File: config.mk
export PLATFORM = sky130hd
export DESIGN_NAME = crc4iw_top
export DESIGN_NICKNAME = d
export VERILOG_FILES = /design/src/rtl/crc4iw_pkg.sv /design/src/rtl/crc4iw_datapath.sv /design/src/rtl/crc4iw_ctrl.sv /design/src/rtl/crc4iw_top.sv
export SDC_FILE = /design/constraint.sdc
export NUM_CORES = 1
export LEC_CHECK = 0
export BUFFER_PORTS_ARGS = -buffer_cell sky130_fd_sc_hd__buf_2
export CORE_MARGIN = 2
export CORE_UTILIZATION = 50
export DETAILED_ROUTE_END_ITERATION = 10
export PLACE_DENSITY = 0.82
export SKIP_LAST_GASP = 1
export SYNTH_ARGS = -nofsm -noshare
export SYNTH_HDL_FRONTEND = slang
export SYNTH_SLANG_ARGS = --single-unit
File: constraint.sdc
create_clock -name clk -period 2.3 [get_ports clk]
set_input_delay 0.345 -clock clk [delete_from_list [all_inputs] [get_ports clk]]
set_output_delay 0.345 -clock clk [all_outputs]
set_load 0.005 [all_outputs]
File: src/rtl/crc4iw_pkg.sv
package crc4iw_pkg;

  typedef enum logic [2:0] {
    ST_IDLE,
    ST_HUNT,
    ST_IW_DONE,
    ST_ALARM,
    ST_TERM
  } iwState_e;

  // strobes from control to datapath
  typedef struct packed {
    logic timerClr;
    logic timerEn;
    logic flickArm;
  } dpCmd_t;

endpackage

File: src/rtl/crc4iw_datapath.sv
module crc4iw_datapath
  import crc4iw_pkg::*;
#(
  parameter int TIMEOUT_MS = 400
) (
  input  logic   clk,
  input  logic   rstN,
  input  dpCmd_t cmd,
  input  logic   msTick,
  input  logic   frameStb,
  input  logic   crcSync,
  input  logic   autoIwOff,
  output logic   timerDone,
  output logic   flickOn,
  output logic   syncFell,
  output logic   modeChg
);

  localparam int CW = (TIMEOUT_MS > 1) ? $clog2(TIMEOUT_MS) : 1;
  localparam logic [CW-1:0] LAST = CW'(TIMEOUT_MS - 1);

  logic [CW-1:0] msCnt;
  logic          syncQ;
  logic          autcQ;

  // hunt interval timer, counted in millisecond ticks
  always_ff @(posedge clk or negedge rstN) begin
    if (!rstN) begin
      msCnt <= '0;
    end else if (cmd.timerClr) begin
      msCnt <= '0;
    end else if (cmd.timerEn && msTick && (msCnt != LAST)) begin
      msCnt <= msCnt + 1'b1;
    end
  end

  assign timerDone = cmd.timerEn && msTick && (msCnt == LAST);

  // one-frame RAI pulse; a new arm wins over the clearing strobe
  always_ff @(posedge clk or negedge rstN) begin
    if (!rstN) begin
      flickOn <= 1'b0;
    end else if (cmd.flickArm) begin
      flickOn <= 1'b1;
    end else if (frameStb) begin
      flickOn <= 1'b0;
    end
  end

  // edge detection on sync flag and mode control
  always_ff @(posedge clk or negedge rstN) begin
    if (!rstN) begin
      syncQ <= 1'b0;
      autcQ <= 1'b0;
    end else begin
      syncQ <= crcSync;
      autcQ <= autoIwOff;
    end
  end

  assign syncFell = syncQ && !crcSync;
  assign modeChg  = autcQ != autoIwOff;

endmodule

File: src/rtl/crc4iw_ctrl.sv
module crc4iw_ctrl
  import crc4iw_pkg::*;
(
  input  logic   clk,
  input  logic   rstN,
  input  logic   autoIwOff,
  input  logic   alarmOvr,
  input  logic   alarmVal,
  input  logic   reframeStb,
  input  logic   mfFound,
  input  logic   timerDone,
  input  logic   flickOn,
  input  logic   syncFell,
  input  logic   modeChg,
  output dpCmd_t cmd,
  output logic   txRai,
  output logic   searchEn,
  output logic   crcProcEn,
  output logic   nonCrcInd
);

  iwState_e state, stateNxt;
  logic     nonCrcNxt;
  logic     raiNat;

  always_comb begin
    stateNxt     = state;
    nonCrcNxt    = nonCrcInd;
    cmd          = '0;
    cmd.timerEn  = (state == ST_HUNT);
    if (modeChg) begin
      stateNxt     = ST_IDLE;
      nonCrcNxt    = 1'b0;
      cmd.timerClr = 1'b1;
      cmd.timerEn  = 1'b0;
    end else begin
      unique case (state)
        ST_IDLE: begin
          if (reframeStb && !mfFound) begin
            stateNxt     = ST_HUNT;
            cmd.timerClr = 1'b1;
            cmd.flickArm = 1'b1;
          end
        end
        ST_HUNT: begin
          if (mfFound) begin
            stateNxt = ST_IDLE;
          end else if (autoIwOff && syncFell) begin
            stateNxt = ST_TERM;
          end else if (timerDone) begin
            if (autoIwOff) begin
              stateNxt = ST_ALARM;
            end else begin
              stateNxt  = ST_IW_DONE;
              nonCrcNxt = 1'b1;
            end
          end else if (reframeStb) begin
            cmd.flickArm = 1'b1;
          end
        end
        ST_ALARM: begin
          if (mfFound) begin
            stateNxt = ST_IDLE;
          end else if (syncFell) begin
            stateNxt = ST_TERM;
          end
        end
        ST_TERM: begin
          if (mfFound) begin
            stateNxt = ST_IDLE;
          end
        end
        ST_IW_DONE: stateNxt = ST_IW_DONE;
        default:    stateNxt = ST_IDLE;
      endcase
    end
  end

  always_ff @(posedge clk or negedge rstN) begin
    if (!rstN) begin
      state     <= ST_IDLE;
      nonCrcInd <= 1'b0;
    end else begin
      state     <= stateNxt;
      nonCrcInd <= nonCrcNxt;
    end
  end

  always_comb begin
    raiNat = 1'b0;
    if (state == ST_ALARM) begin
      raiNat = 1'b1;
    end else if (state == ST_HUNT) begin
      raiNat = flickOn;
    end
  end

  assign txRai     = alarmOvr ? alarmVal : raiNat;
  assign searchEn  = (state != ST_IW_DONE) && (state != ST_TERM);
  assign crcProcEn = (state != ST_IW_DONE);

endmodule

File: src/rtl/crc4iw_top.sv
module crc4iw_top
  import crc4iw_pkg::*;
#(
  parameter int TIMEOUT_MS = 400
) (
  input  logic clk,
  input  logic rstN,
  input  logic autoIwOff,
  input  logic alarmOvr,
  input  logic alarmVal,
  input  logic reframeStb,
  input  logic frameStb,
  input  logic mfFound,
  input  logic crcSync,
  input  logic msTick,
  output logic txRai,
  output logic searchEn,
  output logic crcProcEn,
  output logic nonCrcInd
);

  dpCmd_t cmd;
  logic   timerDone;
  logic   flickOn;
  logic   syncFell;
  logic   modeChg;

  crc4iw_datapath #(.TIMEOUT_MS(TIMEOUT_MS)) u_dp (
    .clk       (clk),
    .rstN      (rstN),
    .cmd       (cmd),
    .msTick    (msTick),
    .frameStb  (frameStb),
    .crcSync   (crcSync),
    .autoIwOff (autoIwOff),
    .timerDone (timerDone),
    .flickOn   (flickOn),
    .syncFell  (syncFell),
    .modeChg   (modeChg)
  );

  crc4iw_ctrl u_ctrl (
    .clk        (clk),
    .rstN       (rstN),
    .autoIwOff  (autoIwOff),
    .alarmOvr   (alarmOvr),
    .alarmVal   (alarmVal),
    .reframeStb (reframeStb),
    .mfFound    (mfFound),
    .timerDone  (timerDone),
    .flickOn    (flickOn),
    .syncFell   (syncFell),
    .modeChg    (modeChg),
    .cmd        (cmd),
    .txRai      (txRai),
    .searchEn   (searchEn),
    .crcProcEn  (crcProcEn),
    .nonCrcInd  (nonCrcInd)
  );

endmodule

# --- Word level (Yosys, flattened, before mapping) ---
# Cells that the tools add are included.
word_totals:
  reg_bits: 16
  out_inout_bits: 4
op_classes:
  addsub: 1
  eq_ne: 16
  mux: 33
  reduce_logical: 16
ops:
  columns: ["cell", "count"]
  rows:
  - ["$mux W3", 8]
  - ["$mux W1", 21]
  - ["$mux W9", 2]
  - ["$pmux W3 S5", 1]
  - ["$add A9 B1 Y9 const B", 1]
  - ["$eq A9 B9 Y1 const B", 1]
  - ["$ne A9 B9 Y1 const B", 1]
  - ["$reduce_bool A2 Y1", 4]
  - ["$logic_and A1 B1 Y1", 7]
  - ["$eq A3 B2 Y1 const B", 2]
  - ["$ne A3 B2 Y1 const B", 2]
  - ["$ne A3 B3 Y1 const B", 2]
  - ["$ne A5 B5 Y1 const B", 1]
  - ["$reduce_and A5 Y1", 1]
  - ["$ne A2 B1 Y1 const B", 2]
  - ["$ne A4 B3 Y1 const B", 1]
  - ["$reduce_and A4 Y1", 1]
  - ["$eq A3 B1 Y1 const B", 1]
  - ["$eq A3 B3 Y1 const B", 1]
  - ["$logic_not A3 Y1", 1]
  - ["$logic_not A1 Y1", 2]
  - ["$ne A2 B2 Y1 const B", 1]
  - ["$pmux W1 S2", 1]
  - ["$ne A1 B1 Y1", 1]

# --- Longest topological paths before layout ---
# Gate-level depths: netlist of the first run.
logic_depth:
  ltp_word: 10
  depth_mapped: 6
  depth_no_buf: 6

# --- Hierarchy ---
# Synthesis of the first run repeated with hierarchy kept, for this count alone.
hier_totals:
  cells_unflattened: 103
  area_unflattened_um2: 978.4
by_module_without_submodules:
  columns: ["mod", "instances", "cells_per_inst", "area_each_um2", "seq_area_each_um2"]
  rows:
  - ["crc4iw_datapath", 1, 60, 631.9, 300.3]
  - ["crc4iw_ctrl", 1, 43, 346.6, 100.1]

# --- Worst setup path after synthesis of the first run ---
# Ideal clock, no wire load.
synth_timing:
  path_type: "input to register"
  from: "in autoIwOff"
  to: "reg u_dp.msCnt[8]"
  setup_time_ps: 124
  arrival_ps: 1718
  t_required_ps: 2176
  slack_ps: 458
  stages: 6
  n_path_buf: 0
  cell_sequence: "ha_1 > nor2_1 > nand4_1 > nor2_1 > nor2_1 > a211o_1"
synth_via:
  elab_chain_cells: 5
synth_rtl:
  columns: ["element", "line", "source"]
  rows:
  - ["from (decl)", "crc4iw_top.sv:8", "input logic autoIwOff,"]
  - ["$ne A1 B1 Y1 (*)", "crc4iw_datapath.sv:62", "assign modeChg = autcQ != autoIwOff;"]
  - ["$mux W1", "crc4iw_ctrl.sv:31", "if (modeChg) begin"]
  - ["$logic_and A1 B1 Y1 (2 in a row)", "crc4iw_datapath.sv:32", "end else if (cmd.timerEn && msTick && (msCnt != LAST)) begin"]
  - ["$reduce_bool A2 Y1 (no source line)", null, null]
  - ["to (signal assigned)", "crc4iw_datapath.sv:33", "msCnt <= msCnt + 1'b1;"]
  - ["to (decl)", "crc4iw_datapath.sv:22", "logic [CW-1:0] msCnt;"]
# Mark *: on every way between the ends. The rest lies on a longest branch, timed or not.
# A chain may end at the register's enable or synchronous reset.

# --- Worst setup path after layout of the first run ---
layout_timing:
  from: "reg u_dp.autcQ"
  to: "reg u_dp.msCnt[8]"
layout_via:
  elab_chain_cells: 5
layout_rtl:
  columns: ["element", "line", "source"]
  rows:
  - ["from (decl)", "crc4iw_datapath.sv:24", "logic autcQ;"]
  - ["from (signal assigned)", "crc4iw_datapath.sv:57", "autcQ <= autoIwOff;"]
  - ["$ne A1 B1 Y1 (*)", "crc4iw_datapath.sv:62", null]
  - ["$mux W1", "crc4iw_ctrl.sv:31", null]
  - ["$logic_and A1 B1 Y1 (2 in a row)", "crc4iw_datapath.sv:32", null]
  - ["$reduce_bool A2 Y1 (no source line)", null, null]
# Marked as above.

==> results of run 1 <==
-- path summary, 6_finish.rpt --
path,slack (ns),endpoint,cells past startpoint
min in group asynchronous,0.49,u_dp.msCnt[8],2
worst min register to register,0.54,u_dp.msCnt[1],1
worst min-delay path,0.18,u_dp.syncQ,1
max in group asynchronous,1.54,u_ctrl.state[2],2
worst max register to register,0.25,u_dp.msCnt[8],6
worst max-delay path,0.25,u_dp.msCnt[8],6
-- registers in the layout, indices dropped and copies added, names as in the netlist --
signal / cells
u_dp.msCnt: 9
u_ctrl.state: 3
u_ctrl.nonCrcInd: 1
u_dp.autcQ: 1
u_dp.flickOn: 1
u_dp.syncQ: 1
-- cell type report --
class	count	area [um2]	area share
Timing Repair Buffer	17	97.6	0.0899
Tap cell	25	31.3	0.0288
Sequential cell	16	400	0.369
Inverter	4	15.0	0.0138
Clock buffer	4	36.3	0.0334
Multi-Input combinational cell	79	505	0.465
-- cells in the mapped netlist, types with 2 or more instances --
cell      number  area (um2)
o21ai_0        4        20.0
clkbuf_1       3        11.3
nand3_1        5        25.0
xnor2_1        6        52.6
a211o_1        3        26.3
nand2b_1       4        25.0
nor3b_1        2        15.0
nor2b_1        2        12.5
dfrtp_1       16         400
nor4_1         4        25.0
nor3_1         6        30.0
nand2_1        8        30.0
nor2_1        13        48.8
mux2i_1        2        20.0
inv_1          4        15.0
a21oi_1        2        10.0
ha_1           2        25.0
nand4_1        2        12.5
-- logic make-up (layout without fill, tap and decap cells) --
logic type	after synthesis	count (layout)	share of synthesized area
AOI/OAI and AO/OA	16	16	0.115
DFF	16	16	0.427
xor gates and xnor gates	7	7	0.0654
and+or+nand+nor	51	51	0.299
buffers and inverters	8	25	0.0334
adders and majority gates	2	2	0.0267
muxes	3	3	0.0334
-- worst reg2reg max path, stage by stage, from the launching register on --
cell     delay, ns
dfrtp_1       0.39
ha_1          0.29
nor2_1        0.21
nand4_1       0.33
nor2_1        0.31
nor2_1        0.11
a211o_1       0.30
-- cell usage in the layout, fill, tap and decap left out, drive strengths merged, types with 2 or more instances in the layout --
master / instances
buf: 16
nand2b: 4
ha: 2
clkbuf: 4
a211o: 3
o21ai: 5
nor3b: 2
nor2b: 2
xnor2: 6
dfrtp: 16
mux2i: 2
nand4: 3
nor2: 13
nand2: 8
a21oi: 3
nor4: 5
nor3: 6
nand3: 5
inv: 4
-- through the flow --
step           total power [mW]  hold slack, ns
5_1_grt                   0.737           0.169
3_5_place_dp              0.513           0.275
4_1_cts                   0.701           0.173
6_report                  0.693           0.182
3_3_place_gp              0.505           0.271
2_1_floorplan             0.459          0.0494
-- routing by layer --
metal / GRT usage / vias up / wire length [um]
met3: 0.0462 / 0 / 75
met5: 0 / - / 0
li1: - / 400 / -
met4: 0.111 / 0 / 0
met1: 0.235 / 395 / 823
met2: 0.338 / 23 / 976
-- repair_timing --
action,CTS,global route
hold endpoints to repair,16,0
hold buffers,1,0
endpoints found under the setup margin,0,0
-- power groups by stage --
| stage | registers (mW) | logic [mW] | clock network (mW) |
|---|---|---|---|
| after global placement | 0.339 | 0.166 | 0 |
| after global routing | 0.340 | 0.190 | 0.207 |
| after CTS | 0.336 | 0.173 | 0.192 |
| after floorplan | 0.316 | 0.143 | 0 |
| final | 0.337 | 0.172 | 0.184 |
| after detailed placement | 0.342 | 0.171 | 0 |
==> out/metrics.yaml, run 1 <==
synthDistinctLibCells: 33
p_int_mw: 0.474
skew_ns: 0.00799
io_pins: 14
yosys_warnings: 0
grt_overflow: 0
slew_headroom: 0.755
die_area_um2: 2240
dpl-instance-area_um2: 1040
wl_um: 1880
die_w_um: 47.3
num_antenna_cells: 0
dr.first_iter.drc_count: 10
drcViolationCount: 0
drive_gt1_frac: 0.200
synth_edf_count: 0
critPathMaxStageDelay_ns: 0.39
vias: 818
r2r_start: "u_dp.autcQ"
h-tree-depth: 1
grt_pass1_vias: 787
initial_core_util: 0.537
path_class: "flop to flop"
swShare: 0.316
maxCapViolations: 0
dp_cells: 140
antenna_left: 0
status: "complete, no violations"
grt_max_degree: 17
fill_cells: 155
worst_slew_pin_slew_ns: 0.368
die_h_um: 47.3
min_path_type: "input port to flop"
cts_buffers: 3
clock_latency_ns: 0.29
syn-mean-instance-area_um2: 9.10
viasPerCell: 5.64
fin_area_um2: 1090
power_frac_comb: 0.248
post-cts-setup-buffer-count: 0
cp-end-kind: "flop"
crit_top_cell: "nor2_1"
period_minus_slack_ns: 2.05
crit_start: "u_dp.autcQ"
pre_cts_ws_ns: 0.122
synthesis.nets: 115
grt_usage: 0.201
worstPathArrival_ns: 2.23
slew_violations: 0
tns_ns: 0
cp_slowest_cell: "dfrtp_1"
powerDensity_nw_per_um2: 638
period_share: 0.890
holdCritStartpoint: "crcSync"
syn_area_um2: 937
p_leak_nw: 0.486
synthCells: 103
grt_pass1_wl_um: 3120
worstSetupStartpointType: "flop"
cts.clk_slew.worst_paths_ns: 0.10
cts-root-buf: "clkbuf_4"
crit_family: "simple AND/OR/NAND/NOR gates"
synthFlopType: "dfrtp_1"
max_freq_ghz: 0.488
portBuffers: 13
avgRoutedWirePerCell_um: 12.9
cp_max_fo: 9
clock-sinks: 16
p_clk_frac: 0.266
cp.buffers_inverters: 0
antenna_found_initial: 0
clockBufferDepth: 2
crit_chain: "ha_1, nor2_1, nand4_1, nor2_1, nor2_1, a211o_1"
syn2layout_area_growth_pct: 15.9
setup_viol: 0
cts_tree: "done"
setup_ws_ns: 0.253
hold_viol_final: 0
switching_power_mw: 0.219
final_nets: 133
dp_hpwl_um: 1420
gp_congestion: 0.800
seq_power_share: 0.486
crit_required_ns: 2.48
cts_resized: 0
seq_area_frac_synth: 0.427
ys_ff_latch: 16
drt_pass1_iterations: 4
async_flop_share: 1.00
rsz0062_at_grt: "false"
peakVddDrop_uv: 378
core_um2: 1750
fin_cells: 145
fin_util: 0.622
rows: 15
Note: power is estimated with default switching activity, not from simulation.
==> inputs of run 2 (changes only) <==
CORE_MARGIN = 8   (was 2)
==> run 2 against run 1 <==
Worst hold slack got worse by 0.0056 ns; count of clock-buffer cells in the layout unchanged; setup slack improved by 0.042 ns; via count increased by 0.12%; sequential cell count unchanged; combinational power about the same; global-route usage decreased by 7.6 points.
==> out/metrics.yaml, run 2 (synthesis gave the netlist of run 1 again) <==
status: "complete, no violations"
period_minus_slack_ns: 2.01  # -0.0420 ns
rsz0062_at_grt: "false"
regMostFlops: "u_dp.msCnt"
setup_viol: 0  # unchanged
wl_um: 1960  # +4.3%
powerDensity_nw_per_um2: 643  # +0.65%
core_um2: 1750  # unchanged
slew_headroom: 0.757  # +0.00248
r2r_end: "u_dp.msCnt[5]"
max_freq_ghz: 0.499  # +2.1%
path_class: "flop to flop"
hold_viol_final: 0  # unchanged
worst_slew_pin_slew_ns: 0.361  # -0.00705 ns
drt_pass1_iterations: 4  # unchanged
die_area_um2: 3520  # +57%
gp_congestion: 0.827  # +3.4%
grt_max_degree: 17  # unchanged
dp_cells: 139  # -0.71%
final_nets: 132  # -0.75%
holdCritStartpoint: "crcSync"
h-tree-depth: 1  # unchanged
clockBufferDepth: 2  # unchanged
fin_cells: 144  # -0.69%
top_usage_layer: "met2"
cts_buffers: 3  # unchanged
fin_util: 0.618  # -0.00430
cp-end-kind: "flop"
cts_tree: "done"
r2r_start: "u_dp.autcQ"
gr-usage-met3: 0.0282  # -0.0180
drive_gt1_frac: 0.193  # -0.00672
grt_pass1_wl_um: 3420  # +9.5%
io_pins: 14  # unchanged
cp_max_fo: 9  # unchanged
setup_ws_ns: 0.295  # +0.0420 ns
cts_resized: 0  # unchanged
maxCapViolations: 0  # unchanged
vias: 819  # +0.12%
final_cell_mix: "dfrtp_1, nor2_1, buf_2, nand2_1"
syn2layout_area_growth_pct: 15.1
rrSetupSlack_ns: 0.29  # +0.04 ns
pre_cts_ws_ns: 0.213  # +0.0909 ns
rows: 15  # unchanged
initial_core_util: 0.537  # unchanged
worstSetupStartpointType: "flop"
power_mw: 0.693  # about the same
dp_hpwl_um: 1490  # +4.9%
num_antenna_cells: 0  # unchanged
top_regs: "u_dp.msCnt (9), u_ctrl.state (3)"
slew_violations: 0  # unchanged
grt_pass1_vias: 762  # -3.2%
grt_usage: 0.125  # -0.0761
holdPathStages: 1  # unchanged
worstPathArrival_ns: 2.18  # -0.05 ns
avgRoutedWirePerCell_um: 13.6  # +5.0%
peakVddDrop_uv: 389  # +2.9%
use_met1: 0.159  # -0.0756
cts-root-buf: "clkbuf_4"
die_w_um: 59.3  # +25%
cts.clk_slew.worst_paths_ns: 0.09  # about the same
antenna_found_initial: 0  # unchanged
min_to: "u_dp.syncQ"
r2r_cells: 6  # unchanged
drcViolationCount: 0  # unchanged
tns_ns: 0  # unchanged
final_common_cell: "dfrtp_1"
antenna_left: 0  # unchanged
clock-sinks: 16  # unchanged
post-cts-setup-buffer-count: 0  # unchanged
portBuffers: 13  # unchanged
grt_overflow: 0  # unchanged
gr-usage-met2: 0.193  # -0.145
viasPerCell: 5.69  # +0.82%
largest_register_ffs: 9  # unchanged
crit_required_ns: 2.48  # about the same
clock_latency_ns: 0.29  # about the same
skew_ns: 0.00212  # -0.00587 ns
die_h_um: 59.3  # +25%
p_leak_nw: 0.480  # -1.1%
period_share: 0.872  # -0.0182
dr.first_iter.drc_count: 34  # +24
min_path_type: "input port to flop"
[run 2: cell count changes in the layout (fill, tap and decap cells not counted)]
cell	before	now
buf_4	3	2
[run 2: timing repair]
action,4_1_cts,5_1_grt
endpoints found under the hold margin,16,0
hold buffers,1,0
setup endpoints to repair,0,0
[run 2: layer usage]
| layer | share of wire | up-vias |
|---|---|---|
| li1 | - | 401 |
| met1 | 0.43 | 387 |
| met2 | 0.48 | 26 |
| met3 | 0.072 | 5 |
| met4 | 0.018 | 0 |
| met5 | 0 | - |
[run 2: critical path: stages (launching register included)]
cell and delay [ns]:
dfrtp_1 0.38, ha_1 0.29, nor2_1 0.20, nand4_1 0.34
nor4_1 0.46, xnor2_1 0.17, nor2_1 0.06
[run 2: final cells by class]
cell class / instances / area [um2]
timing repair buffer: 16 / 90.1
clock buffer: 4 / 36.3
inverter: 4 / 15.0
tap: 25 / 31.3
fill: 162 / 667
sequential: 16 / 400
multi-input combinational: 79 / 505
[run 2: worst max path at each step]
stage                          start            end  slack (ns)  cells after the start
after global routing      u_dp.autcQ  u_dp.msCnt[7]        0.12                      6
after floorplan            autoIwOff  u_dp.msCnt[8]        0.46                      6
after global placement     autoIwOff  u_dp.msCnt[5]        0.26                      7
after detailed placement   autoIwOff  u_dp.msCnt[5]        0.21                      7
final                     u_dp.autcQ  u_dp.msCnt[5]        0.29                      6
after CTS                 u_dp.autcQ  u_dp.msCnt[5]        0.31                      6
[run 2: per-stage QoR]
stage	area [um2]	hold WS, ns
after CTS	1080	0.174
after detailed placement	1030	0.275
final	1080	0.177
after global routing	1080	0.173
after floorplan	937	0.0494
after global placement	1030	0.270
[run 2: where the power goes]
part	internal, mW	switching (mW)	total, mW
clock	0.0965	0.0892	0.186
combinational	0.0753	0.0961	0.171
sequential	0.302	0.0339	0.336
==> inputs of run 3 (changes only) <==
ABC_AREA = 1   (was default)
SLEW_MARGIN = 20   (was default)
==> run 3 against run 2 <==
Power grew 1.3%; sequential share of layout area down 4.0 points; largest cell class unchanged; clock power shrank 22%; design area is 12% higher; first-iteration DRC count shrank 8.8%; worst hold slack better by 0.0093 ns.
==> out/metrics.yaml, run 3 <==
regMostFlops: "u_dp.msCnt"
p_leak_nw: 0.611  # +27%
cp_slowest_cell: "dfrtp_1"
cts-root-buf: "clkbuf_4"
drt_pass1_iterations: 4  # unchanged
final_cell_mix: "nand2_1, nand3_1, inv_1, dfrtp_1, buf_2"
cp.buffers_inverters: 2  # +2
rsz0062_at_grt: "false"
syn_area_um2: 1090  # +16%
max_freq_ghz: 0.557  # +12%
worstSetupStartpointType: "flop"
hold_slack_ns: 0.186  # +0.00930 ns
initial_core_util: 0.512  # -0.0252
drcViolationCount: 0  # unchanged
crit_family: "flip-flops"
crit_chain: "inv_2, nand2_1, nor2_1, a21oi_1, o21ai_0, buf_2"
final_nets: 180  # +36%
period_minus_slack_ns: 1.80  # -0.210 ns
yosysTopAreaCell: "dfrtp_1"
status: "complete, no violations"
drive_gt1_frac: 0.241  # +0.0477
min_path_type: "input port to flop"
core_um2: 2130  # +22%
grt_overflow: 0  # unchanged
slew_headroom: 0.757  # about the same
seq_area_frac_synth: 0.368  # -0.0594
cts.clk_slew.worst_paths_ns: 0.09  # about the same
avgRoutedWirePerCell_um: 12.0  # -12%
rrSetupSlack_ns: 0.79  # +0.50 ns
hold_viol_final: 0  # unchanged
io_pins: 14  # unchanged
synthesis.nets: 162  # +41%
cts_buffers: 3  # unchanged
dp_hpwl_um: 1890  # +28%
cp.depth: 6  # unchanged
crit_required_ns: 1.96  # -0.52 ns
path_class: "flop to output pin"
slew_violations: 0  # unchanged
ys_top_cells_by_area: "dfrtp_1, nand2_1, nand3_1, inv_1, nor2_1"
portBuffers: 13  # unchanged
worstPathArrival_ns: 1.45  # -0.73 ns
rows: 17  # +2
top_regs: "u_dp.msCnt (9), u_ctrl.state (3)"
die_w_um: 62.7  # +5.7%
vias: 994  # +21%
skew_ns: 0.00450  # +0.00238 ns
h-tree-depth: 1  # unchanged
grt_usage: 0.119  # -0.00585
syn-mean-instance-area_um2: 7.26  # -20%
r2r_cells: 8  # +2
yosysMostFrequentCell: "nand2_1"
ys_ff_latch: 16  # unchanged
r2r_end: "u_dp.msCnt[5]"
pre_cts_ws_ns: 0.678  # +0.465 ns
gp_congestion: 0.923  # +12%
r2r_start: "u_dp.autcQ"
dr.first_iter.drc_count: 31  # -8.8%
antenna_left: 0  # unchanged
period_share: 0.781  # -0.0913
clock_latency_ns: 0.28  # about the same
grt_max_degree: 17  # unchanged
fill_cells: 204  # +26%
critPathMaxStageDelay_ns: 0.48  # +0.02 ns
cts_tree: "done"
synth_common_cells: "nand2_1, nand3_1, inv_1"
holdCritStartpoint: "crcSync"
fin_area_um2: 1210  # +12%
yosys_warnings: 0  # unchanged
synthDistinctLibCells: 24  # -27%
cp_max_fo: 6  # -3
clockBufferDepth: 2  # unchanged
setup_viol: 0  # unchanged
synthFlopType: "dfrtp_1"
post-cts-setup-buffer-count: 0  # unchanged
powerDensity_nw_per_um2: 580  # -9.7%
dpl-instance-area_um2: 1180  # +14%
clock-sinks: 16  # unchanged
antenna_found_initial: 0  # unchanged
grt_pass1_vias: 927  # +22%
synth_edf_count: 0  # unchanged
tns_ns: 0  # unchanged
die_h_um: 62.7  # +5.7%
num_antenna_cells: 0  # unchanged
synthCells: 150  # +46%
largest_register_ffs: 9  # unchanged
cp-end-kind: "output pin"
worst_slew_pin_slew_ns: 0.364  # +0.00335 ns
viasPerCell: 5.12  # -9.9%
maxCapViolations: 0  # unchanged
wl_um: 2330  # +19%
final_common_cell: "nand2_1"
holdPathStages: 1  # unchanged
fin_util: 0.569  # -0.0491
die_area_um2: 3930  # +12%
grt_pass1_wl_um: 3860  # +13%
setup_ws_ns: 0.505  # +0.210 ns
syn2layout_area_growth_pct: 11.1
peakVddDrop_uv: 436  # +12%
min_to: "u_dp.syncQ"
synth_top_area_share: 0.368  # -0.0594
async_flop_share: 1.00  # unchanged
run 3: cell count changes in the layout (fill, tap and decap cells not counted), sizes merged, moves of 3 or more:
cell,delta
nand2,+34
nand4,+4
xnor2,-6
a211o,-3
inv,+20
nor4,-5
nor3,-4
nand3,+15
o21ai,+9
nand2b,-4
run 3: kinds of logic after synthesis:
| kind of cell | synth area share |
|---|---|
| DFF | 0.368 |
| AOI/OAI and AO/OA | 0.101 |
| buffers and inverters | 0.106 |
| xor gates and xnor gates | 0.00805 |
| adders and majority gates | 0.0230 |
| and+or+nand+nor | 0.394 |
run 3: cell type report:
class / count / area [um2] / share of cell area
clock buffers: 3 / 22.5 / 0.0186
repair buffers: 14 / 75.1 / 0.0620
well taps: 28 / 35.0 / 0.0290
flip-flops and latches: 16 / 400 / 0.331
multi-input cells: 108 / 573 / 0.474
inverters: 25 / 104 / 0.0858
run 3: metal layers:
| layer | vias to the layer above | track usage | routed length, um |
|---|---|---|---|
| met5 | - | 0 | 0 |
| met4 | 0 | 0.0513 | 29 |
| met3 | 4 | 0.0502 | 92 |
| met2 | 26 | 0.199 | 1140 |
| met1 | 446 | 0.129 | 1070 |
| li1 | 518 | - | - |
run 3: worst max path at each step:
| stage | start | to | slack [ns] |
|---|---|---|---|
| 2_1_floorplan | autoIwOff | u_ctrl.state[0] | 0.92 |
| 3_3_place_gp | autoIwOff | u_ctrl.state[0] | 0.72 |
| 3_5_place_dp | autoIwOff | u_ctrl.state[0] | 0.68 |
| 4_1_cts | u_ctrl.state[2] | txRai | 0.51 |
| 5_1_grt | u_ctrl.state[2] | txRai | 0.40 |
| 6_report | u_ctrl.state[2] | txRai | 0.50 |
run 3: through the flow:
step | power (mW) | instances
2_1_floorplan | 0.520 | 150
3_3_place_gp | 0.552 | 190
3_5_place_dp | 0.560 | 190
4_1_cts | 0.710 | 194
5_1_grt | 0.751 | 194
6_report | 0.702 | 194
run 3: repair_timing:
action,in CTS,in global routing
hold buffers,1,0
hold endpoints to repair,16,0
resized for setup,0,0
run 3: report_power, final:
group	leakage, nW	total, mW	internal (mW)	switching [mW]
Sequential	0.217	0.334	0.300	0.0340
Combinational	0.380	0.223	0.0753	0.148
Clock	0.0138	0.145	0.0608	0.0847
Total	0.611	0.702	0.436	0.266
